File: src/rtl/prio_resolver.sv
module prio_resolver #(
  parameter int LINES     = 8,
  parameter int CASC_LINE = 2,
  parameter bit IS_MASTER = 1'b1,
  parameter int VEC_W     = 8
) (
  input  logic                     clk,
  input  logic                     rst_n,
  input  logic [LINES-1:0]         irr_i,
  input  logic [LINES-1:0]         imr_i,
  input  logic [LINES-1:0]         isr_i,
  input  logic [LINES-1:0]         lvl_i,
  input  logic [$clog2(LINES)-1:0] base_i,
  input  logic                     sfnm_i,
  input  logic                     aeoi_i,
  input  logic                     raeoi_i,
  input  logic [VEC_W-$clog2(LINES)-1:0] vbase_i,
  input  logic                     ack_i,
  output logic                     req_o,
  output logic [$clog2(LINES)-1:0] line_o,
  output logic                     upd_o,
  output logic [LINES-1:0]         isr_o,
  output logic [LINES-1:0]         irr_o,
  output logic [$clog2(LINES)-1:0] base_o,
  output logic [VEC_W-1:0]         vec_o,
  output logic                     eoi_o,
  output logic [$clog2(LINES)-1:0] eoi_line_o
);
  localparam int LW = $clog2(LINES);
  localparam int IW = LW + 1;
  localparam logic [LINES-1:0] CASC_BIT = LINES'(1) << CASC_LINE;

  function automatic logic [IW-1:0] top_index(input logic [LINES-1:0] m,
                                              input logic [LW-1:0] b);
    logic [IW-1:0] r;
    r = IW'(LINES);
    for (int p = LINES - 1; p >= 0; p--)
      if (m[LW'(p) + b]) r = IW'(p);
    return r;
  endfunction

  logic [LINES-1:0] pend, svc, sel;
  logic [IW-1:0]    p_idx, s_idx;
  logic             auto_clr;

  assign pend   = irr_i & ~imr_i;
  assign svc    = (IS_MASTER && sfnm_i) ? (isr_i & ~CASC_BIT) : isr_i;
  assign p_idx  = top_index(pend, base_i);
  assign s_idx  = top_index(svc, base_i);
  assign req_o  = p_idx < s_idx;
  assign line_o = req_o ? (p_idx[LW-1:0] + base_i) : LW'(LINES - 1);
  assign sel    = req_o ? (LINES'(1) << line_o) : '0;
  assign auto_clr = req_o && aeoi_i;

  always_ff @(posedge clk or negedge rst_n) begin
    if (!rst_n) begin
      upd_o      <= 1'b0;
      eoi_o      <= 1'b0;
      eoi_line_o <= '0;
      isr_o      <= '0;
      irr_o      <= '0;
      base_o     <= '0;
      vec_o      <= '0;
    end else begin
      upd_o <= ack_i;
      eoi_o <= ack_i && auto_clr;
      if (ack_i) begin
        isr_o      <= auto_clr ? (isr_i & ~sel) : (isr_i | sel);
        irr_o      <= irr_i & ~(sel & ~lvl_i);
        base_o     <= (auto_clr && raeoi_i) ? (line_o + LW'(1)) : base_i;
        vec_o      <= {vbase_i, line_o};
        eoi_line_o <= line_o;
      end
    end
  end

  assert_req_pending_R2: assert property (@(posedge clk) disable iff (!rst_n)
    req_o |-> (irr_i[line_o] && !imr_i[line_o]));

  assert_upd_follows_ack_R9: assert property (@(posedge clk) disable iff (!rst_n)
    upd_o |-> $past(ack_i));

  assert_eoi_only_on_update_R5: assert property (@(posedge clk) disable iff (!rst_n)
    eoi_o |-> (upd_o && !isr_o[eoi_line_o]));

  assert_service_set_R4: assert property (@(posedge clk) disable iff (!rst_n)
    (ack_i && req_o && !aeoi_i) |=> isr_o[vec_o[LW-1:0]]);

  assert_spurious_keeps_isr_R8: assert property (@(posedge clk) disable iff (!rst_n)
    (ack_i && !req_o) |=> (vec_o[LW-1:0] == LW'(LINES - 1) && isr_o == $past(isr_i) && !eoi_o));

  assert_base_hold_R6: assert property (@(posedge clk) disable iff (!rst_n)
    (ack_i && !(req_o && aeoi_i && raeoi_i)) |=> (base_o == $past(base_i)));
endmodule

File: config.mk
export PLATFORM = sky130hd
export DESIGN_NAME = prio_resolver
export DESIGN_NICKNAME = d
export VERILOG_FILES = /design/src/rtl/prio_resolver.sv
export SDC_FILE = /design/constraint.sdc
export NUM_CORES = 1
export LEC_CHECK = 0
export BUFFER_PORTS_ARGS = -buffer_cell sky130_fd_sc_hd__buf_2
export CORE_ASPECT_RATIO = 0.8
export CORE_MARGIN = 2
export CORE_UTILIZATION = 56
export CTS_CLUSTER_DIAMETER = 80
export DETAILED_ROUTE_END_ITERATION = 8
export PLACE_DENSITY = 0.86
export SYNTH_ARGS = -nofsm -noshare
export SYNTH_HDL_FRONTEND = slang
export SYNTH_SLANG_ARGS = --single-unit
export TNS_END_PERCENT = 20
File: constraint.sdc
create_clock -name clk -period 8.14 [get_ports clk]
set_input_delay 0.407 -clock clk [delete_from_list [all_inputs] [get_ports clk]]
set_output_delay 0.407 -clock clk [all_outputs]
set_load 0.02 [all_outputs]
Yosys cells after proc, flatten, opt, wreduce, memory -nomap -nowiden
Index checks and enable logic that the tools add are counted.
- output and inout port bits: 36
- memory bits (writable): 0
- input bits: 46
- word-level logic and storage cells: 91
- register bits after elaboration: 32
- bits in latches: 0
- memory bits (read-only): 0
- memories kept: 0
- multipliers: 0
- eq/ne operators: 0
- add/subtract/negate cells: 9
- div/mod/pow operators: 0
- shift operators: 1
- bitwise logic cells: 9
- reductions and logical operators: 3
- magnitude comparators: 9
- muxes and demuxes: 53
- operators with widths (operator ; count):
    $mux W4 ; 16
    $bmux W1 S3 ; 16
    $and A8 B8 Y8 ; 4
    $lt A3 B4 Y1 const B ; 8
    $not A8 Y8 ; 4
    $mux W1 ; 16
    $mux W8 ; 2
    $add A3 B3 Y3 const A ; 4
    $mux W3 ; 3
    $or A8 B8 Y8 ; 1
    $shl A1 B3 Y8 const A ; 1
    $add A2 B3 Y3 const A ; 2
    $lt A4 B4 Y1 ; 1
    $add A1 B3 Y3 const A ; 1
    $add A3 B1 Y3 const B ; 1
    $add A3 B3 Y3 ; 1
    $logic_and A1 B1 Y1 ; 3

Depth between registers and ports, before layout
- depth in word-level cells: 19
- mapped depth: 23
- gate-level depth less buffers: 19

Worst setup path after synthesis
No wires, ideal clock.
- kind: input-to-reg
- from: input base_i[1]
- to: register base_o[2]
- required time: 8019 ps
- path buffers: 4
- stages: 19
- arrival time: 5317 ps
- path slack: 2702 ps
- library setup time: 121 ps
- cell sequence: clkbuf_1 clkbuf_1 inv_1 ha_1 xor2_1 mux4_2 or4b_1 nor4_1 ha_1 a2111o_1 o32ai_1 buf_2 buf_4 and2b_1 inv_1 ha_1 ha_1 a41oi_1 a22o_1
- longest elaborated chain between the ends: 15
- elaborated cells on any way between the ends: 62
- classes of those cells: add/sub: 9; order compare: 1; mux: 50; reduce/logical: 2
- ends and longest elaborated chain (element ; RTL line ; RTL):
    from (decl) ; 13 ; input logic [$clog2(LINES)-1:0] base_i,
    $add A3 B3 Y3 ; 38 ; if (m[LW'(p) + b]) r = IW'(p);
    $bmux W1 S3 ; 38 ;
    $mux W1 (not written as such) ; 38 ;
    $mux W4 (8 in series) ; 38 ;
    $lt A4 B4 Y1 / $add A3 B3 Y3 (equally long branches) ; 50, 51 ;
    $mux W3 * ; 51 ; assign line_o = req_o ? (p_idx[LW-1:0] + base_i) : LW'(LINES - 1);
    net line_o[1] ; 20 ; output logic [$clog2(LINES)-1:0] line_o,
    $add A3 B1 Y3 * ; 70 ; base_o <= (auto_clr && raeoi_i) ? (line_o + LW'(1)) : base_i;
    $mux W3 * ; 70 ;
    to (signal assigned) ; 70 ;
    to (decl) ; 24 ; output logic [$clog2(LINES)-1:0] base_o,
The timed path passes the listed nets; every way through them passes the cells marked *. The select of a mux whose other input is x is not followed.
A chain may end at the register's enable or synchronous reset.

Worst setup path in the final report
- from: input base_i[0]
- to: output line_o[2]
- longest elaborated chain between the ends: 13
- elaborated cells on any way between the ends: 58
- classes of those cells: add/sub: 8; order compare: 1; mux: 49
- ends and longest elaborated chain (element ; RTL line):
    $add A3 B3 Y3 ; 38
    $bmux W1 S3 ; 38
    $mux W1 (not written as such) ; 38
    $mux W4 (8 in series) ; 38
    $lt A4 B4 Y1 / $add A3 B3 Y3 (equally long branches) ; 50, 51
    $mux W3 * ; 51
    to (decl) ; 20
Every way passes the cells marked *; elsewhere a longest branch is shown, timed or not. The select of a mux whose other input is x is not followed.

==> results_dict.tcl <==
set metrics [dict create \
    vias 2301 \
    clock_latency_ns 0.28 \
    num_io_pins 82 \
    syn_to_final_growth_pct 18.5 \
    crit_path_start_kind "input pin" \
    period_needed_ns 5.26 \
    drv_slew 0 \
    synth_top_cells_by_count "dfrtp_1 (29), inv_1 (15), mux4_2 (14)" \
    min_period_over_period 0.646 \
    synth_cell_types 52 \
    grt_pass1_wl_mm 10.9 \
    synthFlopType "dfrtp_1" \
    cts_root_buf "clkbuf_8" \
    num_rows 21 \
    max_cap_violations 0 \
    antenna_found_initial 0 \
    dr.max_layer_used "met4" \
    sw_frac_of_total 0.454 \
    grt_setup_unrepaired "false" \
    slew_headroom 0.496 \
    grt_overflow_total 0 \
    cts_tree "done" \
    num-fill-cells 341 \
    met3WireLength_um 565 \
    min_path_type "input pin to async pin" \
    yosys-top-cells-area "dfrtp_1 (29%), mux4_2 (12%), ha_1 (5.9%)" \
    comb_power_share 0.557 \
    p_per_area_mw_per_mm2 227 \
    end_kind "output pin" \
    cp.arrival_ns 4.85 \
    die_x_um 79.2 \
    crit_start "base_i[0]" \
    hold_viol 0 \
    clkPwrFrac 0.166 \
    synth_seq_area_share 0.287 \
    required_ns 7.73 \
    clock-skew-final_ns 0 \
    grt_max_degree 30 \
    nNetsFinal 369 \
    ctsResizeCount 0 \
    postCtsSetupBuffers 0 \
    synthesis.area_mm2 0.00253 \
    drt_iter0_drc 234 \
    async_reset_ff_frac 1.00 \
    wire_per_inst_um 18.2 \
    start_util 0.595 \
    synth_warnings 0 \
    vdd_drop_max_mv 0.175 \
    cts_buffers 5 \
    yosysTopAreaCell "dfrtp_1" \
    dieArea_mm2 0.00508 \
    p_int_mw 0.372 \
    p_leak_nw 1.45 \
    yosysTopAreaCellShare 0.287 \
    synth_most_common_cell "dfrtp_1" \
    setup_violations 0 \
    seqPwrFrac 0.277 \
    met1_length_mm 2.98 \
    rr_startpoint "isr_o[3]" \
    postCtsHoldBufs 0 \
    num_antenna_cells 0 \
    syn_inst 240 \
    dpl.cell_count 360 \
    place.gp.congestion 0.887 \
    ant_nets 0 \
    hold_ws_ns 0.138 \
    synth_area_per_cell_um2 10.6 \
    drc_errors 0 \
    cts_max_path_buffers 2 \
    fin_setup_tns_ns 0 \
    crit_type "input pin to output pin" \
    clk_pin_slew_ns 0.06 \
    synth_fp_nets 299 \
    grt_pass1_vias 2194 \
    wl_mm 6.70 \
    status "complete, no violations" \
    max_freq_ghz 0.190 \
    die_y_um 64.1 \
    p_switching_mw 0.310 \
    wl_met2_mm 3.09 \
    tightest_slew_ns 0.756 \
    core_area_mm2 0.00426 \
    htree_levels 2 \
    finalCoreUtilization 0.705 \
    port_buffers 81 \
    drt_first_pass_iters 5 \
    cp_max_fo 29 \
    synth-edff-count 0 \
    dp_hpwl_mm 5.13 \
    finalNonFillerCells 368 \
    ys_ff_latch 29 \
    post_route_cells_drive_above_1_share 0.399 \
    via_per_inst 6.25 \
    track_usage 0.276 \
    clkSinkCount 29 \
]
-- sequential cells by signal, summed over array words and instances (netlist names) --
| name | flops |
|---|---|
| irr_o | 8 |
| vec_o | 8 |
| eoi_o | 1 |
| isr_o | 8 |
| base_o | 3 |
| upd_o | 1 |
-- critical path, cell delays in order --
cell      delay [ns]
buf_2           0.41
inv_2           0.19
ha_1            0.28
xor2_1          0.26
mux4_2          0.59
or4b_1          0.52
nor4_1          0.31
ha_1            0.30
a2111o_1        0.38
o32ai_2         0.25
buf_4           0.32
and2_1          0.35
inv_1           0.10
buf_2           0.17
-- cell usage in the layout, fill, tap and decap left out, drive strengths merged, types with 5 or more instances in the layout --
| cell type | n |
|---|---|
| buf | 82 |
| dfrtp | 29 |
| inv | 16 |
| mux4 | 14 |
| mux2i | 13 |
| mux2 | 12 |
| ha | 12 |
| nor2b | 11 |
| a21o | 10 |
| nor2 | 10 |
| a41oi | 9 |
| a21oi | 8 |
| nand2 | 8 |
| a31oi | 7 |
| a311oi | 6 |
| clkbuf | 6 |
| o21ai | 5 |
| a22o | 5 |
-- path summary, 6_finish.rpt --
check | end | slack, ns | depth (start not counted)
max | line_o[2] | 2.88 | 14
min | isr_o[6] | 0.14 | 1
max reg2reg | isr_o[3] | 7.36 | 1
min reg2reg | irr_o[3] | 0.48 | 1
max in group asynchronous | irr_o[2] | 7.58 | 1
min in group clk | vec_o[7] | 0.36 | 2
-- layer usage --
metal | global-route usage | up-vias
met5 | 0 | -
met4 | 0.0560 | 0
met3 | 0.0551 | 9
met2 | 0.438 | 122
met1 | 0.398 | 1109
li1 | - | 1061
-- power by group through the flow --
stage | Sequential [mW] | Combinational (mW) | Clock (mW)
finish | 0.188 | 0.380 | 0.113
floorplan | 0.224 | 0.237 | 0
CTS | 0.188 | 0.376 | 0.115
global placement | 0.189 | 0.363 | 0
global route | 0.191 | 0.408 | 0.124
detailed placement | 0.190 | 0.373 | 0
-- logic make-up (layout without fill, tap and decap cells) --
| kind of cell | count (synthesis) | after routing | share of synthesized area |
|---|---|---|---|
| xor gates and xnor gates | 6 | 6 | 0.0267 |
| adders and majority gates | 13 | 13 | 0.0672 |
| DFF | 29 | 29 | 0.287 |
| muxes | 39 | 39 | 0.229 |
| and+or+nand+nor | 49 | 49 | 0.119 |
| buffers and inverters | 35 | 106 | 0.0652 |
| AOI/OAI and AO/OA | 69 | 69 | 0.207 |
-- stage by stage --
stage	cell area, um2	total power [mW]	setup WS [ns]
global route	3000	0.722	2.61
floorplan	2530	0.461	2.70
finish	3000	0.681	2.88
detailed placement	2920	0.563	2.61
global placement	2920	0.552	2.84
CTS	3000	0.679	2.91
-- cell type report --
cell class	count	area [um2]	share of cell area
repair buffers	82	413	0.138
multi-input cells	176	1650	0.549
clock buffers	6	72.6	0.0242
well taps	57	71.3	0.0238
clock inverters	2	10.0	0.00333
inverters	16	60.1	0.0200
flip-flops and latches	29	726	0.242
Power figures use the tool's default switching activity.
